`src/rtl/rfs_pkg.sv`:
```
package rfs_pkg;

  typedef enum logic {
    RFS_ROW_ADDR = 1'b0,
    RFS_CBR      = 1'b1
  } rfs_mode_e;

  // Clocks between refresh events: retention window split over all rows.
  function automatic int refresh_interval(int clk_khz, int retain_ms, int row_bits);
    return (clk_khz * retain_ms) >> row_bits;
  endfunction

  // Width needed to count 0..n inclusive.
  function automatic int count_width(int n);
    return (n < 2) ? 1 : $clog2(n + 1);
  endfunction

endpackage

```
`src/rtl/rfs_tick_gen.sv`:
```
module rfs_tick_gen #(
  parameter int CYCLES = 1562
) (
  input  logic clk,
  input  logic rst_n,
  output logic tick_o
);
  localparam int CW = rfs_pkg::count_width(CYCLES - 1);
  localparam logic [CW-1:0] LAST = CW'(CYCLES - 1);

  logic [CW-1:0] cnt_q;

  assign tick_o = (cnt_q == LAST);

  always_ff @(posedge clk) begin
    if (!rst_n)      cnt_q <= '0;
    else if (tick_o) cnt_q <= '0;
    else             cnt_q <= cnt_q + 1'b1;
  end
endmodule

```
`src/rtl/rfs_backlog.sv`:
```
module rfs_backlog #(
  parameter int MAX_PEND = 8
) (
  input  logic clk,
  input  logic rst_n,
  input  logic tick_i,
  input  logic take_i,
  output logic req_o,
  output logic lost_o,
  output logic ovf_o
);
  localparam int PW = rfs_pkg::count_width(MAX_PEND);
  localparam logic [PW-1:0] CAP = PW'(MAX_PEND);

  logic [PW-1:0] pend_q, pend_d;
  logic          full;
  logic          ovf_q;

  assign full   = (pend_q == CAP);
  assign req_o  = (pend_q != '0);
  assign lost_o = tick_i & ~take_i & full;
  assign ovf_o  = ovf_q;

  always_comb begin
    pend_d = pend_q;
    unique case ({tick_i, take_i})
      2'b10:   if (!full) pend_d = pend_q + 1'b1;
      2'b01:   pend_d = pend_q - 1'b1;
      default: pend_d = pend_q;
    endcase
  end

  always_ff @(posedge clk) begin
    if (!rst_n) begin
      pend_q <= '0;
      ovf_q  <= 1'b0;
    end else begin
      pend_q <= pend_d;
      if (lost_o) ovf_q <= 1'b1;
    end
  end
endmodule

```
`src/rtl/rfs_row_ctr.sv`:
```
module rfs_row_ctr #(
  parameter int ROW_BITS = 11
) (
  input  logic                clk,
  input  logic                rst_n,
  input  logic                step_i,
  output logic [ROW_BITS-1:0] row_o
);
  logic [ROW_BITS-1:0] row_q;

  assign row_o = row_q;

  // Natural wrap from all-ones back to zero.
  always_ff @(posedge clk) begin
    if (!rst_n)      row_q <= '0;
    else if (step_i) row_q <= row_q + 1'b1;
  end
endmodule

```
`src/rtl/rfs_scheduler.sv`:
```
module rfs_scheduler #(
  parameter int CLK_KHZ        = 100000,
  parameter int RETAIN_MS      = 32,
  parameter int ROW_BITS       = 11,
  parameter int MAX_PEND       = 8,
  parameter int REFRESH_CYCLES = rfs_pkg::refresh_interval(CLK_KHZ, RETAIN_MS, ROW_BITS)
) (
  input  logic                clk,
  input  logic                rst_n,
  input  logic                mode_sel_i,
  input  logic                ack_i,
  output logic                req_o,
  output logic                mode_o,
  output logic [ROW_BITS-1:0] row_o,
  output logic                overflow_o
);
  import rfs_pkg::*;

  // Named internal events, observed by the bound checker.
  logic tick_w;
  logic lost_w;
  logic take_w;
  logic step_w;

  rfs_mode_e mode_q;
  logic      req_w;

  rfs_tick_gen #(.CYCLES(REFRESH_CYCLES)) u_tick (
    .clk    (clk),
    .rst_n  (rst_n),
    .tick_o (tick_w)
  );

  rfs_backlog #(.MAX_PEND(MAX_PEND)) u_backlog (
    .clk    (clk),
    .rst_n  (rst_n),
    .tick_i (tick_w),
    .take_i (take_w),
    .req_o  (req_w),
    .lost_o (lost_w),
    .ovf_o  (overflow_o)
  );

  assign take_w = ack_i & req_w;
  assign step_w = take_w & (mode_q == RFS_ROW_ADDR);

  rfs_row_ctr #(.ROW_BITS(ROW_BITS)) u_row (
    .clk    (clk),
    .rst_n  (rst_n),
    .step_i (step_w),
    .row_o  (row_o)
  );

  // Style is frozen while a request waits; reloaded when idle or on service.
  always_ff @(posedge clk) begin
    if (!rst_n)                mode_q <= RFS_ROW_ADDR;
    else if (!req_w || take_w) mode_q <= rfs_mode_e'(mode_sel_i);
  end

  assign req_o  = req_w;
  assign mode_o = mode_q;
endmodule

```
`config.mk`:
```
export PLATFORM = sky130hd
export DESIGN_NAME = rfs_scheduler
export DESIGN_NICKNAME = d
export VERILOG_FILES = /design/src/rtl/rfs_pkg.sv /design/src/rtl/rfs_tick_gen.sv /design/src/rtl/rfs_backlog.sv /design/src/rtl/rfs_row_ctr.sv /design/src/rtl/rfs_scheduler.sv
export SDC_FILE = /design/constraint.sdc
export NUM_CORES = 1
export LEC_CHECK = 0
export ABC_AREA = 1
export CORE_MARGIN = 10
export CORE_UTILIZATION = 55
export CTS_BUF_LIST = sky130_fd_sc_hd__clkbuf_8
export DETAILED_ROUTE_END_ITERATION = 12
export PLACE_DENSITY = 0.78
export SYNTH_ARGS = -nofsm -noshare
export SYNTH_HDL_FRONTEND = slang
export SYNTH_SLANG_ARGS = --single-unit
```
`constraint.sdc`:
```
create_clock -name clk -period 2 [get_ports clk]
set_clock_uncertainty 0.15 [all_clocks]
set_input_delay 0.5 -clock clk [delete_from_list [all_inputs] [get_ports clk]]
set_output_delay 0.5 -clock clk [all_outputs]
set_load 0.01 [all_outputs]
```
==> summary.md <==
| Metric | Value |
|---|---|
| Placed Area | `between 1500 and 2000 um^2` |
| Die ar. | `4990 um^2` |
| CTS H-tree lvls | `1` |
| Setup crit start | `u_tick.cnt_q[1]$_SDFF_PP0_` |
| Skew-Pair Late Insertion Delay | `0.28 ns` |
| CP startpoint kind | `flip-flop` |
| Number of synthesized register bits | `28` |
| Post-synthesis area per instance | `between 7 and 8 um^2` |
| CTS tree | `built` |
| # IOs | `18` |
| GR Util All Layers | `a little under an eighth` |
| Comb pwr share | `40.2%` |
| CP Max Fanout | `4` |
| Syn nets | `195` |
| Post-route clock period utilization | `96.7%` |
| IO buf count | `17` |
| Worst Path Class, Setup | `reg2reg` |
| Antenna violations before repair | `0` |
| RSZ-0062 raised after global routing | `true` |
| Internal Pwr Total | `0.00123 W` |
| CP max-delay cell | `dfxtp_2` |
| Inst Count DP | `245` |
| Unique masters post-synth | `32` |
| Crit path DAT | `1.99 ns` |
| Hold wc startpoint | `u_row.row_o[1]$_SDFFE_PN0P_` |
| Final WL | `3.12 mm` |
| Number of fill cells | `between 150 and 200` |
| Delay of the slowest critical-path stage | `0.34 ns` |
| CP dominant cell by count | `nand2_1` |
| Slew @ Worst Pin | `approximately 0.37 ns` |
| Pins Over Slew Limit | `0` |
| Status | `finished clean` |
| Root Driver | `clkbuf_8` |
| Iter 0 DRT Violations | `82` |
| P_sw | `0.000687 W` |
| Vias per cell | `roughly 5.1` |
| Seq/Total Area, Yosys | `39.8%` |
| DR WL/cell | `12.5 um` |
| Largest net degree at the start of global routing | `17` |
| Sequential share of power | `36.4%` |
| Remaining DRCs | `0` |
| Drt first pass iters | `4` |
| Leak | `between 0.7 and 0.8 nW` |
| Gpl congestion | `between 0.8 and 0.9` |
| Clk pwr share | `23.4%` |
| Worst-case clock buffer depth | `2` |
| Post-synth top flop | `dfxtp_1` |
| Post-synth EDFFs | `0` |
| Vias in the first global route | `1267` |
| Clock sinks | `28` |
| Final nets | `229` |
| Initial Utilization | `a little under three fifths` |
| Ant diodes | `0` |
| PD cells | `approximately 1100 nW/um^2` |
| Detail Placement HPWL | `~2.3 mm` |
| Share of cells above drive strength 1 | `approximately 17%` |
| Die Y | `70.6 um` |
| CTS Hold Bufs | `0` |
| Final ANT Viol Nets | `0` |
| Row cnt | `18` |
| Sw Share | `35.7%` |
| Hold WC Path Type | `reg2reg` |
| Worst path cell trace | `inv_1 -> ha_1 -> nand2_1 -> nor2_2 -> nand3_2 -> nand2_2 -> nand2_1 -> nand2_1 -> inv_1 -> ha_1 -> inv_1 -> nand2_1 -> xor2_1 -> a21oi_1` |
| Fin cells | `250` |
| First-pass GRT wire length | `around 5.2 mm` |
| Max IR drop VDD | `1060 uV` |
| Asr flop ratio synth | `0%` |
| Yosys Warn Count | `0` |
| Final hold vios | `0` |
| Worst endpoint required time | `2.05 ns` |
| Max-cap viol count | `0` |
| Rel. slew slack | `about three quarters` |
| Post-synthesis instance area | `1410 um^2` |
| Worst r2r src | `u_tick.cnt_q[1]$_SDFF_PP0_` |
| Die width | `70.6 um` |
| P&R area growth vs syn | `27.5%` |
| Post-route cell area | `1800 um^2` |
| Clock-pin slew on the worst setup and hold paths | `around 0.11 ns` |
| Mapped Cells | `about 190` |
| Crit path capture type | `flip-flop` |
| Core Footprint | `2450 um^2` |
| F_max | `around 0.52 GHz` |
| Period minus WS final | `1.93 ns` |
| Endpoints failing setup | `0` |
| GRT overflow | `0` |
| Vias after detailed routing | `1277` |
| Num CTS Buffers | `3` |
cell usage in the layout, fill, tap and decap left out, drive strengths merged:
cell type,instances
nor2,22
dlygate4sd2,1
clkdlybuf4s50,16
o211ai,1
o21ai,11
a21oi,15
clkbuf,3
a211oi,1
nand3,17
or2,1
clkinv,1
o21a,4
nand4,2
a311oi,1
nor4,2
xnor2,1
ha,4
inv,29
xor2,3
o21bai,1
nor3b,3
nand2,33
buf,14
dfxtp,28
nor3,5
bufinv,1
final timing paths:
check                                          end  slack (ns)  depth (start not counted)
setup reg to reg  u_backlog.pend_q[2]$_SDFFE_PN0P_        0.07                         14
hold reg to reg        u_row.row_o[1]$_SDFFE_PN0P_        0.36                          2
setup / recovery  u_backlog.pend_q[2]$_SDFFE_PN0P_        0.07                         14
hold / removal         u_row.row_o[1]$_SDFFE_PN0P_        0.36                          2
cells by family after synthesis:
family,count (synthesis),synth area share (%)
AOI/OAI and AO/OA,34,13.6
adders and majority gates,4,3.55
DFF,28,39.8
buffers and inverters,32,8.96
xor gates and xnor gates,4,2.48
and+or+nand+nor,85,31.7
registers in the layout (all words and copies together) (netlist names):
signal	count
u_row.row_o	11
u_tick.cnt_q	11
u_backlog.pend_q	4
mode_o	1
u_backlog.ovf_o	1
synth_stat cells (2+ instances only):
master | n | share of area, %
nand2_1 | 29 | 7.7
dfxtp_1 | 28 | 40
inv_1 | 28 | 7.5
nor2_1 | 18 | 4.8
a21oi_1 | 15 | 5.3
nand3_1 | 14 | 5.0
o21ai_0 | 9 | 3.2
nor3_1 | 5 | 1.8
ha_1 | 4 | 3.5
o21a_1 | 4 | 2.1
nand2_4 | 3 | 2.4
nor3b_1 | 3 | 1.6
xor2_1 | 3 | 1.9
nand3_2 | 2 | 1.4
nand4_1 | 2 | 0.89
nor2_2 | 2 | 0.89
nor4_1 | 2 | 0.89
o21ai_1 | 2 | 0.71
area by class of cell:
class	count	area (um^2)	share of cell area, %
multi-input cells	127	731	40.6
well taps	30	37.5	2.09
inverters	30	118	6.54
clock inverters	1	30.0	1.67
repair buffers	31	274	15.2
clock buffers	3	41.3	2.30
flip-flops and latches	28	567	31.5
timing repair:
| item | CTS | global route |
|---|---|---|
| pin swaps | 0 | 2 |
| resized for setup | 4 | 4 |
| setup endpoints to repair | 1 | 5 |
| setup buffers | 0 | 1 |
through the flow:
stage	power [W]	setup TNS [ns]	setup WS, ns	hold slack, ns	util, %
5_1_grt	0.00203	-0.156	-0.0916	0.392	73.2
6_report	0.00192	0	0.0660	0.356	73.2
4_1_cts	0.00190	0	0.0260	0.355	72.5
2_1_floorplan	0.00119	0	0.192	0.283	-
3_5_place_dp	0.00147	-0.622	-0.214	0.330	69.5
3_3_place_gp	0.00143	-0.312	-0.117	0.327	69.5
power by group through the flow:
stage          clock (W)  combinational (W)  sequential, W
2_1_floorplan          0           0.000481       0.000706
3_3_place_gp           0           0.000735       0.000699
3_5_place_dp           0           0.000764       0.000702
4_1_cts         0.000449           0.000755       0.000697
5_1_grt         0.000466           0.000851       0.000710
6_report        0.000450           0.000773       0.000700
per-layer routing:
layer | routed length (um) | track usage, %
met3 | 200 | 4.04
met5 | 0 | 0
met2 | 1500 | 21.0
met1 | 1390 | 13.0
met4 | 31 | 4.30
worst max-delay path, delay by kind of cell (launching register included):
| kind | cells | cell delay, ns |
|---|---|---|
| flip-flops | 1 | 0.34 |
| XOR/XNOR | 1 | 0.15 |
| AO/OA/AOI/OAI | 1 | 0.11 |
| AND/OR/NAND/NOR | 7 | 0.60 |
| adder cells (fa/ha/maj) | 2 | 0.34 |
| buffers and inverters | 3 | 0.17 |
No activity file was read; power rests on OpenSTA's default activity.
